$ cat config.mk
export PLATFORM = sky130hd
export DESIGN_NAME = lnb_sysreg_i2c
export DESIGN_NICKNAME = d
export VERILOG_FILES = /design/src/rtl/lnb_i2c_pkg.sv /design/src/rtl/i2c_line_sync.sv /design/src/rtl/lnb_reg_bank.sv /design/src/rtl/i2c_slave_fsm.sv /design/src/rtl/lnb_sysreg_i2c.sv
export SDC_FILE = /design/constraint.sdc
export NUM_CORES = 1
export LEC_CHECK = 0
export BUFFER_PORTS_ARGS = -buffer_cell sky130_fd_sc_hd__buf_2
export CAP_MARGIN = 20
export CORE_ASPECT_RATIO = 0.6
export CORE_UTILIZATION = 45
export CTS_CLUSTER_SIZE = 12
export DETAILED_ROUTE_END_ITERATION = 12
export PLACE_DENSITY = 0.72
export SYNTH_ARGS = -nofsm -noshare
export SYNTH_HDL_FRONTEND = slang
export SYNTH_SLANG_ARGS = --single-unit
$ cat constraint.sdc
create_clock -name clk -period 1.5 [get_ports clk]
set_input_delay 0.45 -clock clk [delete_from_list [all_inputs] [get_ports clk]]
set_output_delay 0.45 -clock clk [all_outputs]
set_load 0.005 [all_outputs]
$ cat src/rtl/lnb_i2c_pkg.sv
package lnb_i2c_pkg;
  localparam int BYTE_W = 8;
  localparam int CNT_W  = $clog2(BYTE_W + 1);

  // positions decoded by the register bank
  localparam int SEL_BIT  = 7;
  localparam int A_HI     = 6;
  localparam int A_LO     = 1;
  localparam int A_W      = A_HI - A_LO + 1;
  localparam int B_EN_BIT = 2;

  typedef enum logic [2:0] {
    ST_IDLE,
    ST_ADDR,
    ST_AACK,
    ST_RX,
    ST_DACK,
    ST_TX,
    ST_MACK
  } i2c_state_t;
endpackage

$ cat src/rtl/i2c_line_sync.sv
module i2c_line_sync #(
  parameter int STAGES = 2
) (
  input  logic clk,
  input  logic rst_n,
  input  logic scl_i,
  input  logic sda_i,
  output logic scl_s,
  output logic sda_s,
  output logic scl_rise,
  output logic scl_fall,
  output logic start_det,
  output logic stop_det
);
  localparam int LINES = 2;

  logic [LINES-1:0] raw;
  logic [LINES-1:0] line_s;
  logic [LINES-1:0] prev_q;

  assign raw = {scl_i, sda_i};

  for (genvar g = 0; g < LINES; g++) begin : g_line
    logic [STAGES-1:0] pipe_q;
    always_ff @(posedge clk or negedge rst_n) begin
      if (!rst_n) pipe_q <= '1;
      else        pipe_q <= {pipe_q[STAGES-2:0], raw[g]};
    end
    assign line_s[g] = pipe_q[STAGES-1];
  end

  always_ff @(posedge clk or negedge rst_n) begin
    if (!rst_n) prev_q <= '1;
    else        prev_q <= line_s;
  end

  assign scl_s     = line_s[1];
  assign sda_s     = line_s[0];
  assign scl_rise  = scl_s & ~prev_q[1];
  assign scl_fall  = ~scl_s & prev_q[1];
  assign start_det = scl_s & prev_q[1] & prev_q[0] & ~sda_s;
  assign stop_det  = scl_s & prev_q[1] & ~prev_q[0] & sda_s;
endmodule

$ cat src/rtl/lnb_reg_bank.sv
module lnb_reg_bank
  import lnb_i2c_pkg::*;
(
  input  logic              clk,
  input  logic              rst_n,
  input  logic              wr_en,
  input  logic [BYTE_W-1:0] wr_data,
  input  logic              ovl_flag,
  input  logic              ot_flag,
  output logic [BYTE_W-1:0] rd_a,
  output logic [BYTE_W-1:0] rd_b
);
  logic [A_W-1:0] a_q, a_d;
  logic           b_q, b_d;

  always_comb begin
    a_d = a_q;
    b_d = b_q;
    if (wr_en) begin
      if (wr_data[SEL_BIT]) b_d = wr_data[B_EN_BIT];
      else                  a_d = wr_data[A_HI:A_LO];
    end
  end

  always_ff @(posedge clk or negedge rst_n) begin
    if (!rst_n) begin
      a_q <= '0;
      b_q <= 1'b0;
    end else begin
      a_q <= a_d;
      b_q <= b_d;
    end
  end

  assign rd_a = {1'b0, a_q, ovl_flag};
  assign rd_b = {5'b0, b_q, ot_flag, 1'b0};


  hold_without_write_chk: assert property (@(posedge clk) disable iff (!rst_n)
    !wr_en |=> ($stable(a_q) && $stable(b_q)));
endmodule

$ cat src/rtl/i2c_slave_fsm.sv
module i2c_slave_fsm
  import lnb_i2c_pkg::*;
#(
  parameter int               PIN_W     = 2,
  parameter logic [6-PIN_W:0] ADDR_BASE = 5'b00010
) (
  input  logic              clk,
  input  logic              rst_n,
  input  logic              scl_s,
  input  logic              sda_s,
  input  logic              scl_rise,
  input  logic              scl_fall,
  input  logic              start_det,
  input  logic              stop_det,
  input  logic [PIN_W-1:0]  addr_pin,
  input  logic              pwr_ok,
  input  logic [BYTE_W-1:0] rd_a,
  input  logic [BYTE_W-1:0] rd_b,
  output logic              sda_pull,
  output logic              wr_en,
  output logic [BYTE_W-1:0] wr_data
);
  localparam logic [CNT_W-1:0] CNT_FULL = CNT_W'(BYTE_W);
  localparam logic [CNT_W-1:0] CNT_LAST = CNT_W'(BYTE_W - 1);

  i2c_state_t        state_q, state_d;
  logic [CNT_W-1:0]  cnt_q, cnt_d;
  logic [BYTE_W-1:0] sh_q, sh_d;
  logic              pull_q, pull_d;
  logic              rw_q, rw_d;
  logic              sel_q, sel_d;
  logic              nack_q, nack_d;
  logic [BYTE_W-1:0] next_rd;
  logic              addr_hit;

  assign addr_hit = (sh_q[BYTE_W-1:1] == {ADDR_BASE, addr_pin});
  assign next_rd  = sel_q ? rd_b : rd_a;

  always_comb begin
    state_d = state_q;
    cnt_d   = cnt_q;
    sh_d    = sh_q;
    pull_d  = pull_q;
    rw_d    = rw_q;
    sel_d   = sel_q;
    nack_d  = nack_q;
    wr_en   = 1'b0;
    if (stop_det) begin
      state_d = ST_IDLE;
      pull_d  = 1'b0;
    end else if (start_det) begin
      state_d = ST_ADDR;
      cnt_d   = '0;
      pull_d  = 1'b0;
    end else begin
      unique case (state_q)
        ST_ADDR, ST_RX: begin
          if (scl_rise && cnt_q != CNT_FULL) begin
            sh_d  = {sh_q[BYTE_W-2:0], sda_s};
            cnt_d = cnt_q + 1'b1;
          end else if (scl_fall && cnt_q == CNT_FULL) begin
            if (!pwr_ok) begin
              state_d = ST_IDLE;
            end else if (state_q == ST_ADDR) begin
              if (addr_hit) begin
                pull_d  = 1'b1;
                rw_d    = sh_q[0];
                state_d = ST_AACK;
              end else begin
                state_d = ST_IDLE;
              end
            end else begin
              pull_d  = 1'b1;
              wr_en   = 1'b1;
              state_d = ST_DACK;
            end
          end
        end
        ST_AACK: begin
          if (scl_fall) begin
            cnt_d = '0;
            if (rw_q) begin
              sh_d    = rd_a;
              pull_d  = ~rd_a[BYTE_W-1];
              sel_d   = 1'b1;
              state_d = ST_TX;
            end else begin
              pull_d  = 1'b0;
              state_d = ST_RX;
            end
          end
        end
        ST_DACK: begin
          if (scl_fall) begin
            pull_d  = 1'b0;
            cnt_d   = '0;
            state_d = ST_RX;
          end
        end
        ST_TX: begin
          if (scl_fall) begin
            if (cnt_q == CNT_LAST) begin
              pull_d  = 1'b0;
              state_d = ST_MACK;
            end else begin
              sh_d   = {sh_q[BYTE_W-2:0], 1'b0};
              pull_d = ~sh_q[BYTE_W-2];
              cnt_d  = cnt_q + 1'b1;
            end
          end
        end
        ST_MACK: begin
          if (scl_rise) begin
            nack_d = sda_s;
          end else if (scl_fall) begin
            if (!nack_q) begin
              sh_d    = next_rd;
              pull_d  = ~next_rd[BYTE_W-1];
              sel_d   = ~sel_q;
              cnt_d   = '0;
              state_d = ST_TX;
            end else begin
              state_d = ST_IDLE;
            end
          end
        end
        default: ;
      endcase
    end
  end

  always_ff @(posedge clk or negedge rst_n) begin
    if (!rst_n) begin
      state_q <= ST_IDLE;
      cnt_q   <= '0;
      sh_q    <= '0;
      pull_q  <= 1'b0;
      rw_q    <= 1'b0;
      sel_q   <= 1'b0;
      nack_q  <= 1'b0;
    end else begin
      state_q <= state_d;
      cnt_q   <= cnt_d;
      sh_q    <= sh_d;
      pull_q  <= pull_d;
      rw_q    <= rw_d;
      sel_q   <= sel_d;
      nack_q  <= nack_d;
    end
  end

  assign sda_pull = pull_q;
  assign wr_data  = sh_q;


  ack_needs_power_chk: assert property (@(posedge clk) disable iff (!rst_n)
    ($rose(pull_q) && (state_q == ST_AACK || state_q == ST_DACK)) |-> $past(pwr_ok));


  pull_only_scl_low_chk: assert property (@(posedge clk) disable iff (!rst_n)
    $rose(pull_q) |-> !scl_s);


  stop_to_idle_chk: assert property (@(posedge clk) disable iff (!rst_n)
    stop_det |=> (state_q == ST_IDLE && !pull_q));


  start_to_addr_chk: assert property (@(posedge clk) disable iff (!rst_n)
    (start_det && !stop_det) |=> (state_q == ST_ADDR && cnt_q == '0));
endmodule

$ cat src/rtl/lnb_sysreg_i2c.sv
module lnb_sysreg_i2c
  import lnb_i2c_pkg::*;
#(
  parameter int SYNC_STAGES = 2
) (
  input  logic       clk,
  input  logic       rst_n,
  input  logic       scl_i,
  input  logic       sda_i,
  output logic       sda_pull_o,
  input  logic [1:0] addr_pin_i,
  input  logic       pwr_ok_i,
  input  logic       ovl_flag_i,
  input  logic       ot_flag_i
);
  logic [1:0]        rst_sync_q;
  logic              rst_int_n;
  logic              scl_s, sda_s, scl_rise, scl_fall, start_det, stop_det;
  logic              wr_en;
  logic [BYTE_W-1:0] wr_data, rd_a, rd_b;

  always_ff @(posedge clk or negedge rst_n) begin
    if (!rst_n) rst_sync_q <= 2'b00;
    else        rst_sync_q <= {rst_sync_q[0], 1'b1};
  end
  assign rst_int_n = rst_sync_q[1];

  i2c_line_sync #(.STAGES(SYNC_STAGES)) u_sync (
    .clk(clk), .rst_n(rst_int_n), .scl_i(scl_i), .sda_i(sda_i),
    .scl_s(scl_s), .sda_s(sda_s), .scl_rise(scl_rise), .scl_fall(scl_fall),
    .start_det(start_det), .stop_det(stop_det)
  );

  i2c_slave_fsm #(.PIN_W(2), .ADDR_BASE(5'b00010)) u_fsm (
    .clk(clk), .rst_n(rst_int_n), .scl_s(scl_s), .sda_s(sda_s),
    .scl_rise(scl_rise), .scl_fall(scl_fall), .start_det(start_det),
    .stop_det(stop_det), .addr_pin(addr_pin_i), .pwr_ok(pwr_ok_i),
    .rd_a(rd_a), .rd_b(rd_b), .sda_pull(sda_pull_o), .wr_en(wr_en),
    .wr_data(wr_data)
  );

  lnb_reg_bank u_regs (
    .clk(clk), .rst_n(rst_int_n), .wr_en(wr_en), .wr_data(wr_data),
    .ovl_flag(ovl_flag_i), .ot_flag(ot_flag_i), .rd_a(rd_a), .rd_b(rd_b)
  );
endmodule

==> results.py <==
metrics = {
    "drt": {
        "initialDrtViolationCount": 148,
        "wl_per_cell_um": 18.1,
        "drc": 0,
        "totalWireLength_um": 5190,
        "via_count": 1660,
        "final_antenna_net_count": 0,
        "viasPerCell": 5.80,
        "drt_pass1_iterations": 5,
    },
    "grt": {
        "antenna_found_initial": 0,
        "grt_pass1_vias": 1621,
        "grt_overflow": 0,
        "grt_max_degree": 22,
        "track_usage_pct": 26.4,
        "grt_pass1_wl_um": 8270,
    },
    "logic_synthesis": {
        "synth_nets": 182,
        "syn_area_per_cell_um2": 10.6,
        "synth_area_leaders": "dfrtp_1 (39%), dfstp_2 (8.7%), mux2_1 (6.9%), nand3_1 (3.0%), nand2_1 (2.9%)",
        "synthDominantCellAreaShare_pct": 38.8,
        "yosys_warnings": 0,
        "yosysSeqAreaShare_pct": 47.5,
        "async_flop_share_pct": 100,
        "synth.most_common_cell": "dfrtp_1",
        "synthFlopType": "dfrtp_1",
        "synth_area_um2": 1810,
        "synth_edf_count": 0,
        "synth_area_leader_cell": "dfrtp_1",
        "ys_types": 52,
        "synth_cells": 171,
        "synth_common_cells": "dfrtp_1 (28), nand2_1 (14), mux2_1 (11), nand3_1 (11), a21oi_1 (9)",
        "ys_ff_latch": 34,
    },
    "floorplan": {
        "num_rows": 17,
        "ios": 10,
        "coreArea_um2": 3760,
        "die_w_um": 83.8,
        "die_area_um2": 4280,
        "start_util_pct": 48.0,
        "die_h_um": 51.1,
    },
    "timing": {
        "fin_crit_sh_pct": 126,
        "rsz0062_at_grt": "yes",
        "max-slew-margin-rel_pct": 65.4,
        "min_period_ns": 1.90,
        "fmax_mhz": 527,
        "skew_ns": 0.00668,
        "drv_slew": 0,
        "hold_violations": 0,
        "finalWorstSetupSlack_ns": -0.397,
        "finalSetupViolations": 25,
        "worstMarginPinSlew_ns": 0.519,
    },
    "cells_and_area": {
        "final_cells": 286,
        "utilization_pct": 68.5,
        "drive_above_1_share_pct": 51.0,
        "final_nets": 249,
        "insertedDiodeCount": 0,
        "syn2layout_area_growth_pct": 42.7,
    },
    "clocking": {
        "clock-root-buffer": "clkbuf_8",
        "insertion_delay_ns": 0.29,
        "cts_max_level": 2,
        "clkSinkCount": 34,
        "cts.clk_slew.worst_paths_ns": 0.07,
        "numCtsBuffers": 5,
        "cts_tree": "yes",
        "clockBufferDepth": 2,
    },
    "power": {
        "leakagePower_nw": 1.18,
        "power_density_nw_per_um2": 1200,
        "peakVddDrop_uv": 506,
    },
    "placement": {
        "place.gp.congestion": 0.990,
        "place_inst": 269,
        "dp_hpwl_um": 3640,
        "portBuffers": 9,
    },
    "run_status": {
        "status": "complete, but fails checks",
        "violations": "setup timing",
    },
    "setup_path": {
        "worst_ep_required_time_ns": 1.68,
        "r2r-start": "u_fsm.cnt_q[0]$_DFFE_PN0P_",
        "worstSetupStartpointType": "register",
        "reg2reg_setup_slack_ns": -0.40,
        "endpoint_kind": "register",
        "critPathMaxFanout": 6,
        "worstSetupPathType": "register to register",
        "reg2regPathDepth": 6,
        "critPathLaunch": "u_fsm.cnt_q[0]$_DFFE_PN0P_",
        "r2r_end": "u_regs.a_q[2]$_DFFE_PN0P_",
        "cp.arrival_ns": 2.07,
    },
    "worst_hold_path": {
        "hold_path_class": "register to async pin",
    },
    "flow_run": {
        "cap_viol_max_count": 0,
    },
}
[where the power goes]
| part | internal, mW | leakage, nW | switching [mW] | total (mW) |
|---|---|---|---|---|
| combinational | 0.658 | 0.713 | 0.495 | 1.15 |
| clock | 0.370 | 0.0482 | 0.330 | 0.700 |
| sequential | 1.10 | 0.420 | 0.160 | 1.26 |
| total | 2.12 | 1.18 | 0.985 | 3.11 |
[critical path: stages (launching register included)]
cell,delay (ns)
dfrtp_1,0.42
inv_1,0.08
ha_2,0.17
nand3b_1,0.19
nor3_2,0.30
and3_4,0.31
mux2_4,0.32
[per-layer routing]
layer | track usage, % | vias to the layer above | part of all wire (%) | wire length, µm
li1 | - | 763 | - | -
met1 | 37.8 | 820 | 48 | 2510
met2 | 38.3 | 65 | 43 | 2220
met3 | 6.14 | 12 | 6.3 | 328
met4 | 11.8 | 0 | 2.3 | 121
met5 | 0 | - | 0 | 0
[state kept, by name, summed over array words and instances (netlist names), 2 cells and up]
register	cells
u_sync.prev_q	2
u_regs.a_q	6
u_fsm.cnt_q	4
u_fsm.state_q	3
rst_sync_q	2
u_sync.g_line.pipe_q	4
u_fsm.wr_data	8
[area by class of cell]
cell class	instances	area [µm²]
Clock inverter	1	5.00
Multi-Input combinational cell	124	1040
Inverter	7	26.3
Timing Repair Buffer	66	503
Tap cell	47	58.8
Sequential cell	34	862
Clock buffer	7	86.3
Fill cell	273	1180
[cells in the final DEF (no fill, tap or decap), types with 4 or more instances in the layout]
master    instances
buf_2             9
o21ai_0           5
inv_1             6
a21oi_1           7
mux2_4           13
dfrtp_1          25
nor2_1            7
nand3_1          10
clkbuf_8          6
buf_6             4
dfstp_2           6
a22o_1            4
buf_4            51
nand2_1          12
[stage by stage]
stage | area [µm²] | setup WS (ns) | setup TNS, ns | hold WS (ns) | power [mW]
finish | 2580 | -0.397 | -8.01 | 0.214 | 3.11
global route | 2580 | -0.441 | -9.29 | 0.255 | 3.25
CTS | 2510 | -0.317 | -5.80 | 0.238 | 3.04
detailed placement | 2280 | -0.416 | -7.30 | 0.226 | 2.24
global placement | 2280 | -0.331 | -5.82 | 0.224 | 2.19
floorplan | 1840 | -0.221 | -2.65 | 0.154 | 1.76
[cells by family after synthesis]
group / after synthesis / synth area share [%]
other: 1 / 0.207
adder cells (fa/ha/maj): 2 / 1.38
multiplexers: 16 / 9.90
AND/OR/NAND/NOR: 61 / 20.0
XOR/XNOR: 3 / 1.45
AO/OA/AOI/OAI: 41 / 16.2
flip-flops: 34 / 47.5
buffers and inverters: 13 / 3.39
[how the worst max path moves through the flow]
stage                                         endpoint  slack, ns  cells after the start
after detailed placement     u_regs.a_q[4]$_DFFE_PN0P_      -0.42                      6
after CTS                 u_fsm.wr_data[0]$_DFFE_PN0P_      -0.32                      7
after floorplan           u_fsm.wr_data[0]$_DFFE_PN0P_      -0.22                      7
final                        u_regs.a_q[2]$_DFFE_PN0P_      -0.40                      6
after global routing         u_regs.a_q[2]$_DFFE_PN0P_      -0.44                      6
after global placement       u_regs.a_q[2]$_DFFE_PN0P_      -0.33                      6
[timing repair]
action / CTS / global route
buffers inserted: 5 / 3
endpoints found under the setup margin: 25 / 25
hold buffers: 1 / 0
pin swaps: 9 / 4
hold endpoints to repair: 2 / 0
gates resized for setup: 26 / 13
Note: power is estimated with default switching activity, not from simulation.
